File: config.mk
export PLATFORM = sky130hd
export DESIGN_NAME = pkt_stream_source
export DESIGN_NICKNAME = d
export VERILOG_FILES = /design/src/rtl/pss_pkg.sv /design/src/rtl/pss_ram.sv /design/src/rtl/pss_level.sv /design/src/rtl/pkt_stream_source.sv
export SDC_FILE = /design/constraint.sdc
export NUM_CORES = 1
export LEC_CHECK = 0
export ABC_CLOCK_PERIOD_IN_PS = 3800
export BUFFER_PORTS_ARGS = -buffer_cell sky130_fd_sc_hd__buf_2
export CORE_AREA = 10 10 161 163
export CTS_CLUSTER_SIZE = 30
export DETAILED_ROUTE_END_ITERATION = 7
export DIE_AREA = 0 0 171 173
export PLACE_DENSITY = 0.76
export SETUP_SLACK_MARGIN = 0.3
export SLEW_MARGIN = 10
export SYNTH_ARGS = -nofsm -noshare
export SYNTH_HDL_FRONTEND = slang
export SYNTH_SLANG_ARGS = --single-unit
File: constraint.sdc
create_clock -name clk -period 3.8 [get_ports clk]
set_input_delay 0 -clock clk [delete_from_list [all_inputs] [get_ports clk]]
set_output_delay 0 -clock clk [all_outputs]
set_load 0.01 [all_outputs]
File: src/rtl/pss_pkg.sv
package pss_pkg;
  localparam int PSS_WORD_W_DEF = 16;
  localparam int PSS_DEPTH_DEF  = 16;
  localparam int PSS_THRESH_DEF = 4;

  // packed word layout: {sop, eop, data}
  localparam int PSS_FLAG_BITS  = 2;
endpackage

File: src/rtl/pss_ram.sv
module pss_ram #(
  parameter int RW    = 18,
  parameter int DEPTH = 16,
  parameter int AW    = 4
) (
  input  logic          clk,
  input  logic          rst,
  input  logic          we,
  input  logic [AW-1:0] waddr,
  input  logic [RW-1:0] wdata,
  input  logic          re,
  input  logic [AW-1:0] raddr,
  output logic [RW-1:0] rdata
);
  logic [RW-1:0] mem [DEPTH];

  always_ff @(posedge clk) begin
    if (we) mem[waddr] <= wdata;
  end

  // read register only advances on a pop, so it holds during pauses
  always_ff @(posedge clk) begin
    if (rst)     rdata <= '0;
    else if (re) rdata <= mem[raddr];
  end
endmodule

File: src/rtl/pss_level.sv
module pss_level #(
  parameter int DEPTH  = 16,
  parameter int THRESH = 4,
  parameter int AW     = 4,
  parameter int CW     = 5
) (
  input  logic          clk,
  input  logic          rst,
  input  logic          wr_en,
  input  logic          wr_eop,
  input  logic          rd_ena,
  output logic          push,
  output logic          pop,
  output logic [AW-1:0] wr_ptr,
  output logic [AW-1:0] rd_ptr,
  output logic [CW-1:0] fill,
  output logic          avail,
  output logic          ovf
);
  logic [DEPTH-1:0] eop_map;
  logic [CW-1:0]    eop_cnt;
  logic [CW-1:0]    fill_nx;
  logic [CW-1:0]    eop_nx;

  function automatic logic [AW-1:0] adv(input logic [AW-1:0] p);
    return (p == AW'(DEPTH-1)) ? '0 : p + AW'(1);
  endfunction

  always_comb begin
    push    = wr_en  && (fill != CW'(DEPTH));
    pop     = rd_ena && (fill != '0);
    fill_nx = fill + CW'(push) - CW'(pop);
    eop_nx  = eop_cnt + CW'(push && wr_eop) - CW'(pop && eop_map[rd_ptr]);
  end

  always_ff @(posedge clk) begin
    if (rst) begin
      fill    <= '0;
      eop_cnt <= '0;
      eop_map <= '0;
      wr_ptr  <= '0;
      rd_ptr  <= '0;
      avail   <= 1'b0;
      ovf     <= 1'b0;
    end else begin
      fill    <= fill_nx;
      eop_cnt <= eop_nx;
      avail   <= (fill_nx >= CW'(THRESH)) || (eop_nx != '0);
      if (push) begin
        eop_map[wr_ptr] <= wr_eop;
        wr_ptr          <= adv(wr_ptr);
      end
      if (pop) rd_ptr <= adv(rd_ptr);
      if (wr_en && !push) ovf <= 1'b1;
    end
  end


  full_write_flag_chk: assert property (@(posedge clk) disable iff (rst)
    (wr_en && fill == CW'(DEPTH)) |=> ovf);

  ovf_sticky_chk: assert property (@(posedge clk) disable iff (rst)
    ovf |=> ovf);

  fill_bound_chk: assert property (@(posedge clk) disable iff (rst)
    fill <= CW'(DEPTH));

  both_ops_level_chk: assert property (@(posedge clk) disable iff (rst)
    (wr_en && rd_ena && fill != '0 && fill != CW'(DEPTH)) |=> $stable(fill));

  thresh_avail_chk: assert property (@(posedge clk) disable iff (rst)
    (fill >= CW'(THRESH)) |-> avail);

  eop_avail_chk: assert property (@(posedge clk) disable iff (rst)
    (eop_cnt != '0) |-> avail);
endmodule

File: src/rtl/pkt_stream_source.sv
module pkt_stream_source #(
  parameter int W      = pss_pkg::PSS_WORD_W_DEF,
  parameter int DEPTH  = pss_pkg::PSS_DEPTH_DEF,
  parameter int THRESH = pss_pkg::PSS_THRESH_DEF
) (
  input  logic         clk,
  input  logic         rst,
  input  logic         wr_en,
  input  logic [W-1:0] wr_data,
  input  logic         wr_sop,
  input  logic         wr_eop,
  input  logic         rd_ena,
  output logic         avail,
  output logic         out_val,
  output logic [W-1:0] out_data,
  output logic         out_sop,
  output logic         out_eop,
  output logic         ovf
);
  localparam int AW = $clog2(DEPTH);
  localparam int CW = $clog2(DEPTH + 1);
  localparam int RW = W + pss_pkg::PSS_FLAG_BITS;

  logic          push, pop;
  logic [AW-1:0] wr_ptr, rd_ptr;
  logic [CW-1:0] fill;
  logic [RW-1:0] rd_word;

  pss_level #(.DEPTH(DEPTH), .THRESH(THRESH), .AW(AW), .CW(CW)) u_level (
    .clk(clk), .rst(rst), .wr_en(wr_en), .wr_eop(wr_eop), .rd_ena(rd_ena),
    .push(push), .pop(pop), .wr_ptr(wr_ptr), .rd_ptr(rd_ptr),
    .fill(fill), .avail(avail), .ovf(ovf)
  );

  pss_ram #(.RW(RW), .DEPTH(DEPTH), .AW(AW)) u_ram (
    .clk(clk), .rst(rst), .we(push), .waddr(wr_ptr),
    .wdata({wr_sop, wr_eop, wr_data}), .re(pop), .raddr(rd_ptr),
    .rdata(rd_word)
  );

  assign {out_sop, out_eop, out_data} = rd_word;

  always_ff @(posedge clk) begin
    if (rst)         out_val <= 1'b0;
    else if (rd_ena) out_val <= pop;
  end


  read_latency_chk: assert property (@(posedge clk) disable iff (rst)
    (rd_ena && fill != '0) |=> out_val);

  empty_read_chk: assert property (@(posedge clk) disable iff (rst)
    (rd_ena && fill == '0) |=> !out_val);

  pause_hold_chk: assert property (@(posedge clk) disable iff (rst)
    !rd_ena |=> ($stable(out_val) && $stable(out_data) &&
                 $stable(out_sop) && $stable(out_eop)));
endmodule

After elaboration in Yosys (flattened, before gate mapping) --
Memory sizes are Yosys's and may differ from the RTL's. A register that Yosys moved wholly into a read port is not among the register bits. Cells that the tools add are included.
Cells by class: add/sub/neg operators 6, magnitude comparators 4, equal/unequal tests 3, mux-type cells 9, reductions and logical operators 10
Operators with widths (count):
- $bwmux W16 | 1
- $add A5 B1 Y5 | 2
- $lt A4 B5 Y1 const B | 2
- $reduce_bool A5 Y1 | 2
- $sub A5 B1 Y5 | 2
- $add A4 B1 Y4 const B | 2
- $eq A4 B4 Y1 const B | 2
- $mux W4 | 2
- $logic_and A1 B1 Y1 | 6
- $ge A5 B3 Y1 const B | 1
- $ne A5 B5 Y1 const B | 1
- $bmux W1 S4 | 1
- $demux W1 S4 | 1
- $ge A4 B1 Y1 const B | 1
- $mux W1 | 4
- $logic_not A1 Y1 | 1
- $logic_or A1 B1 Y1 | 1
Word-level totals: bits in registers 37, memory bits (writable) 288, word-level logic and storage cells 41, memories 1
Memories:
- u_ram.mem | words 16, width 18, read ports 1, clocked after memory_dff 1, write ports 1, RTL line pss_ram.sv:15 | logic [RW-1:0] mem [DEPTH];

Logic depth before layout (Yosys ltp) --
depth after elaboration 7, mapped depth 17, gate-level depth less buffers 15

By module --
From an unflattened synthesis, not the netlist that was laid out.
Second synthesis, totals: cell total of the unflattened synthesis 880, area total of the unflattened synthesis 13719.4 um^2
By module, submodules not included:
- pss_ram | times used 1, cells an instance 676, area an instance 11778.8 um^2, seq. area each 9008.6 um^2
- pss_level | times used 1, cells an instance 201, area an instance 1906.8 um^2, seq. area each 720.7 um^2
- pkt_stream_source | times used 1, cells an instance 3, area an instance 33.8 um^2, seq. area each 20.0 um^2

Least setup slack after synthesis --
OpenSTA, ideal clock, no wires.
kind flip-flop to flip-flop, from reg u_level.rd_ptr[0], to reg u_level.avail, setup time 0.137 ns, arrival time 3.164 ns, path slack 0.499 ns, cell stages (with the launch flop) 16, cell sequence dfxtp_1 -> buf_6 -> buf_6 -> mux4_2 -> nor2b_1 -> a211oi_1 -> a211oi_1 -> ha_1 -> inv_1 -> ha_1 -> fa_1 -> a21o_1 -> a21oi_1 -> xnor2_1 -> and3_1 -> a41oi_1
Between the ends: word-level cells in the longest chain between the ends 6
Ends and longest elaborated chain:
- from (decl) | RTL line pss_level.sv:15 | output logic [AW-1:0] rd_ptr,
- from (signal assigned) | RTL line pss_level.sv:53 | if (pop) rd_ptr <= adv(rd_ptr);
- $bmux W1 S4 | RTL line pss_level.sv:33 | eop_nx = eop_cnt + CW'(push && wr_eop) - CW'(pop && eop_map[rd_ptr]);
- $mux W1 (not written as such) | RTL line pss_level.sv:33
- $logic_and A1 B1 Y1 | RTL line pss_level.sv:33
- $sub A5 B1 Y5 | RTL line pss_level.sv:33
- $reduce_bool A5 Y1 | RTL line pss_level.sv:48 | avail <= (fill_nx >= CW'(THRESH)) || (eop_nx != '0);
- $logic_or A1 B1 Y1 | RTL line pss_level.sv:48
- to (signal assigned) | RTL line pss_level.sv:48
- to (decl) | RTL line pss_level.sv:17 | output logic avail,
Every way passes these cells. The select of a mux whose other input is x is not followed. A chain may end at the register's enable or synchronous reset.

Worst setup path after layout --
from reg u_level.rd_ptr[2], to reg u_level.avail
The elaborated chain is that of the path after synthesis.

==> flow_summary.yaml <==
run_status:
  status: "completed"
power_and_ir_drop:
  p_int_mw: 7.00
  peakVddDrop_v: 0.000388
  power_density_mw_per_mm2: 611
  swShare: 0.248
  combPwrFrac: 0.175
  p_clk_frac: 0.355
  p_leak_nw: 5.04
  p_switching_mw: 2.30
  seqPwrFrac: 0.470
routing:
  ant_nets: 0
  vias_per_cell: 6.28
  route.detailed.drc: 0
  vias: 7079
  drt_pass1_iterations: 5
  wl_per_cell_um: 24.9
  drtIter0Drc: 663
  wirelength_um: 28100
synth:
  synth_mux_area_frac: 0.132
  synth_compound_area_frac: 0.0544
  synth_area_per_cell_um2: 18.1
  syn_inst: 736
  synth_simple_gate_area_frac: 0.0351
  synth-xor-area-share: 0.00657
  netlist_area_mm2: 0.0133
  synthAdderAreaFrac: 0.0180
  synth_top_family_by_area: "multiplexers"
  synth-seq-cells: 343
  synth-warning-count: 0
  synth_seq_area_share: 0.731
  syn_nets: 776
  ys_types: 37
grt:
  top_usage_layer: "met2"
  grt_pass1_vias: 7343
  overflow: 0
  grtUsageMet2: 0.303
  grt_pass1_wl_um: 43400
  use_met3: 0.0408
  grt_use_total: 0.192
  grt_start_max_net_pins: 77
  grtUsageMet1: 0.255
  antenna_found_initial: 0
layout:
  fill_cells: 1442
  area_growth_pct: 14.1
  fin_nets: 856
  seq_area_mm2: 0.00976
  drive_above_1_share: 0.243
  multi_input_area_mm2: 0.00332
  fin_util: 0.674
  diodes: 0
die:
  die-area_mm2: 0.0296
  initial_core_util: 0.591
  row_count: 55
  chipWidth_um: 171
  die_h_um: 173
  core-area_mm2: 0.0226
  io-pin-count: 43
clocking:
  clk_pin_slew_ns: 0.06
  worst_skew_pair.late_latency_ns: 0.52
  cts_buffers: 35
  ctsHtreeMaxLevel: 2
  clk_path_buf_depth: 3
  clock-root-buffer: "clkbuf_16"
  cts_tree: "done"
  clock-sinks: 343
run:
  max_cap_viol_count: 0
setup_path:
  cp_max_fo: 9
  end_kind: "flop"
  cp-start-kind: "flop"
  slowest_delay_ns: 0.54
  path_cells: "mux4_2, nor2b_1, a211oi_1, a211oi_1, ha_1, inv_1, ha_1, fa_1, a21o_1, a21oi_1, xnor2_1, and3_1, a41oi_1"
  r2r-end: "u_level.avail"
  critPathArrivalTime_ns: 3.58
  reg2regPathDepth: 13
  r2r_setup_slack_ns: 0.53
  cp.required_ns: 4.11
  crit_slowest_cell: "dfxtp_1"
  crit_type: "flop to flop"
  regToRegStartpoint: "u_level.rd_ptr[2]"
timing:
  whs_ns: 0.0169
  period_needed_ns: 3.27
  drv_slew: 0
  fmax_ghz: 0.306
  final_hold_viol_count: 0
  fin_tns_setup_ns: 0
  rsz0062_at_grt: "false"
  setup-violations-final: 0
  min_period_over_period: 0.860
  clock_skew_ns: 0.0204
  slew_headroom: 0.198
  worstMarginPinSlew_ns: 1.20
hold_path:
  hold_start: "wr_eop"
  hold_depth: 1
  worst_hold_path.endpoint: "u_ram.mem[11][16]"
  min_path_type: "input port to flop"
place:
  dp_hpwl_um: 14900
  portBuffers: 42
  gp_congestion: 0.783
-- synthesized netlist by cell type, drive strengths merged --
library cell / instances / area, µm²
a211oi: 3 / 22.5
a21o: 3 / 22.5
a21oi: 63 / 315
a22oi: 36 / 270
a41oi: 1 / 8.76
and2: 3 / 18.8
and3: 1 / 6.26
buf: 26 / 168
clkbuf: 16 / 60.1
dfxtp: 55 / 1100
edfxtp: 288 / 8650
fa: 2 / 40.0
ha: 16 / 200
inv: 21 / 78.8
mux2i: 5 / 50.1
mux4: 76 / 1710
nand2: 11 / 41.3
nand2b: 3 / 18.8
nand3: 4 / 20.0
nand4: 12 / 75.1
nor2: 51 / 191
nor2b: 9 / 56.3
nor3b: 1 / 7.51
nor4bb: 1 / 10.0
o21ai: 15 / 78.8
o21bai: 1 / 7.51
or3: 1 / 6.26
or3b: 1 / 8.76
or4: 1 / 7.51
xnor2: 5 / 43.8
xor2: 5 / 43.8
-- layout by cell type, fill, tap and decap left out, types with 13 or more instances in the layout --
cell type and count:
edfxtp_1 288, dfxtp_1 53, clkbuf_16 36, inv_1 20, buf_2 42, ha_1 16
o21ai_0 13, mux4_2 76, nor2_1 39, a21oi_1 63, a22oi_1 36, buf_4 24
dlygate4sd3_1 19
-- routing by layer --
metal / up-vias / wire length (µm)
li1: 3091 / -
met1: 3610 / 11300
met2: 309 / 13800
met3: 69 / 2060
met4: 0 / 918
met5: - / 0
-- power groups by stage --
| stage | Clock, mW | Combinational [mW] | Sequential (mW) |
|---|---|---|---|
| CTS | 3.35 | 1.65 | 4.37 |
| detailed placement | 0 | 1.63 | 4.45 |
| floorplan | 0 | 1.24 | 4.44 |
| global route | 3.50 | 1.81 | 4.39 |
| finish | 3.30 | 1.63 | 4.37 |
| global placement | 0 | 1.57 | 4.44 |
-- worst max-delay path, delay by kind of cell (launching register included) --
kind,cells,cell delay [ns]
AO/OA/AOI/OAI,5,0.77
flip-flops,1,0.54
buffers and inverters,1,0.04
AND/OR/NAND/NOR,2,0.31
multiplexers,1,0.35
XOR/XNOR,1,0.15
adder cells (fa/ha/maj),3,0.91
-- sequential cells by signal, summed over array words and instances (netlist names) --
signal	cells
u_level.ovf	1
u_level.rd_ptr	4
u_level.fill	5
u_level.eop_cnt	5
out_val	1
u_ram.mem	288
u_level.eop_map	16
u_level.avail	1
u_ram.rdata	18
u_level.wr_ptr	4
-- cells by family (layout without fill, tap and decap cells) --
| kind of cell | after synthesis | in the layout |
|---|---|---|
| buffers and inverters | 63 | 170 |
| xor gates and xnor gates | 10 | 10 |
| DFF | 343 | 343 |
| adders and majority gates | 18 | 18 |
| AOI/OAI and AO/OA | 122 | 122 |
| muxes | 81 | 81 |
| and+or+nand+nor | 99 | 99 |
-- cell type report --
type / count / share of cell area
Sequential cell: 343 / 0.641
Clock inverter: 12 / 0.00781
Inverter: 21 / 0.00518
Timing Repair Buffer: 85 / 0.0382
Multi-Input combinational cell: 330 / 0.218
Clock buffer: 52 / 0.0658
Tap cell: 285 / 0.0234
-- how the worst max path moves through the flow --
stage	from	endpoint	slack [ns]	depth (start not counted)
after CTS	u_level.rd_ptr[0]	u_level.avail	0.52	13
after detailed placement	u_level.rd_ptr[0]	u_level.avail	0.55	13
after floorplan	u_level.rd_ptr[0]	u_level.avail	0.50	15
after global routing	u_level.rd_ptr[2]	u_level.avail	0.32	13
after global placement	u_level.rd_ptr[0]	u_level.avail	0.58	13
final	u_level.rd_ptr[2]	u_level.avail	0.53	13
-- metrics by stage --
stage	power [mW]	setup WS, ns	area [µm²]	cells
4_1_cts	9.38	0.518	15200	1128
3_5_place_dp	6.08	0.550	13900	1045
5_1_grt	9.70	0.318	15200	1128
3_3_place_gp	6.01	0.579	13900	1045
2_1_floorplan	5.68	0.499	13300	736
6_report	9.30	0.532	15200	1128
-- what timing repair did --
item / 4_1_cts / 5_1_grt
endpoints found under the hold margin: 275 / 0
setup buffers: 0 / 0
hold buffers: 19 / 0
gates resized for setup: 0 / 0
(Power assumes the default switching activity.)
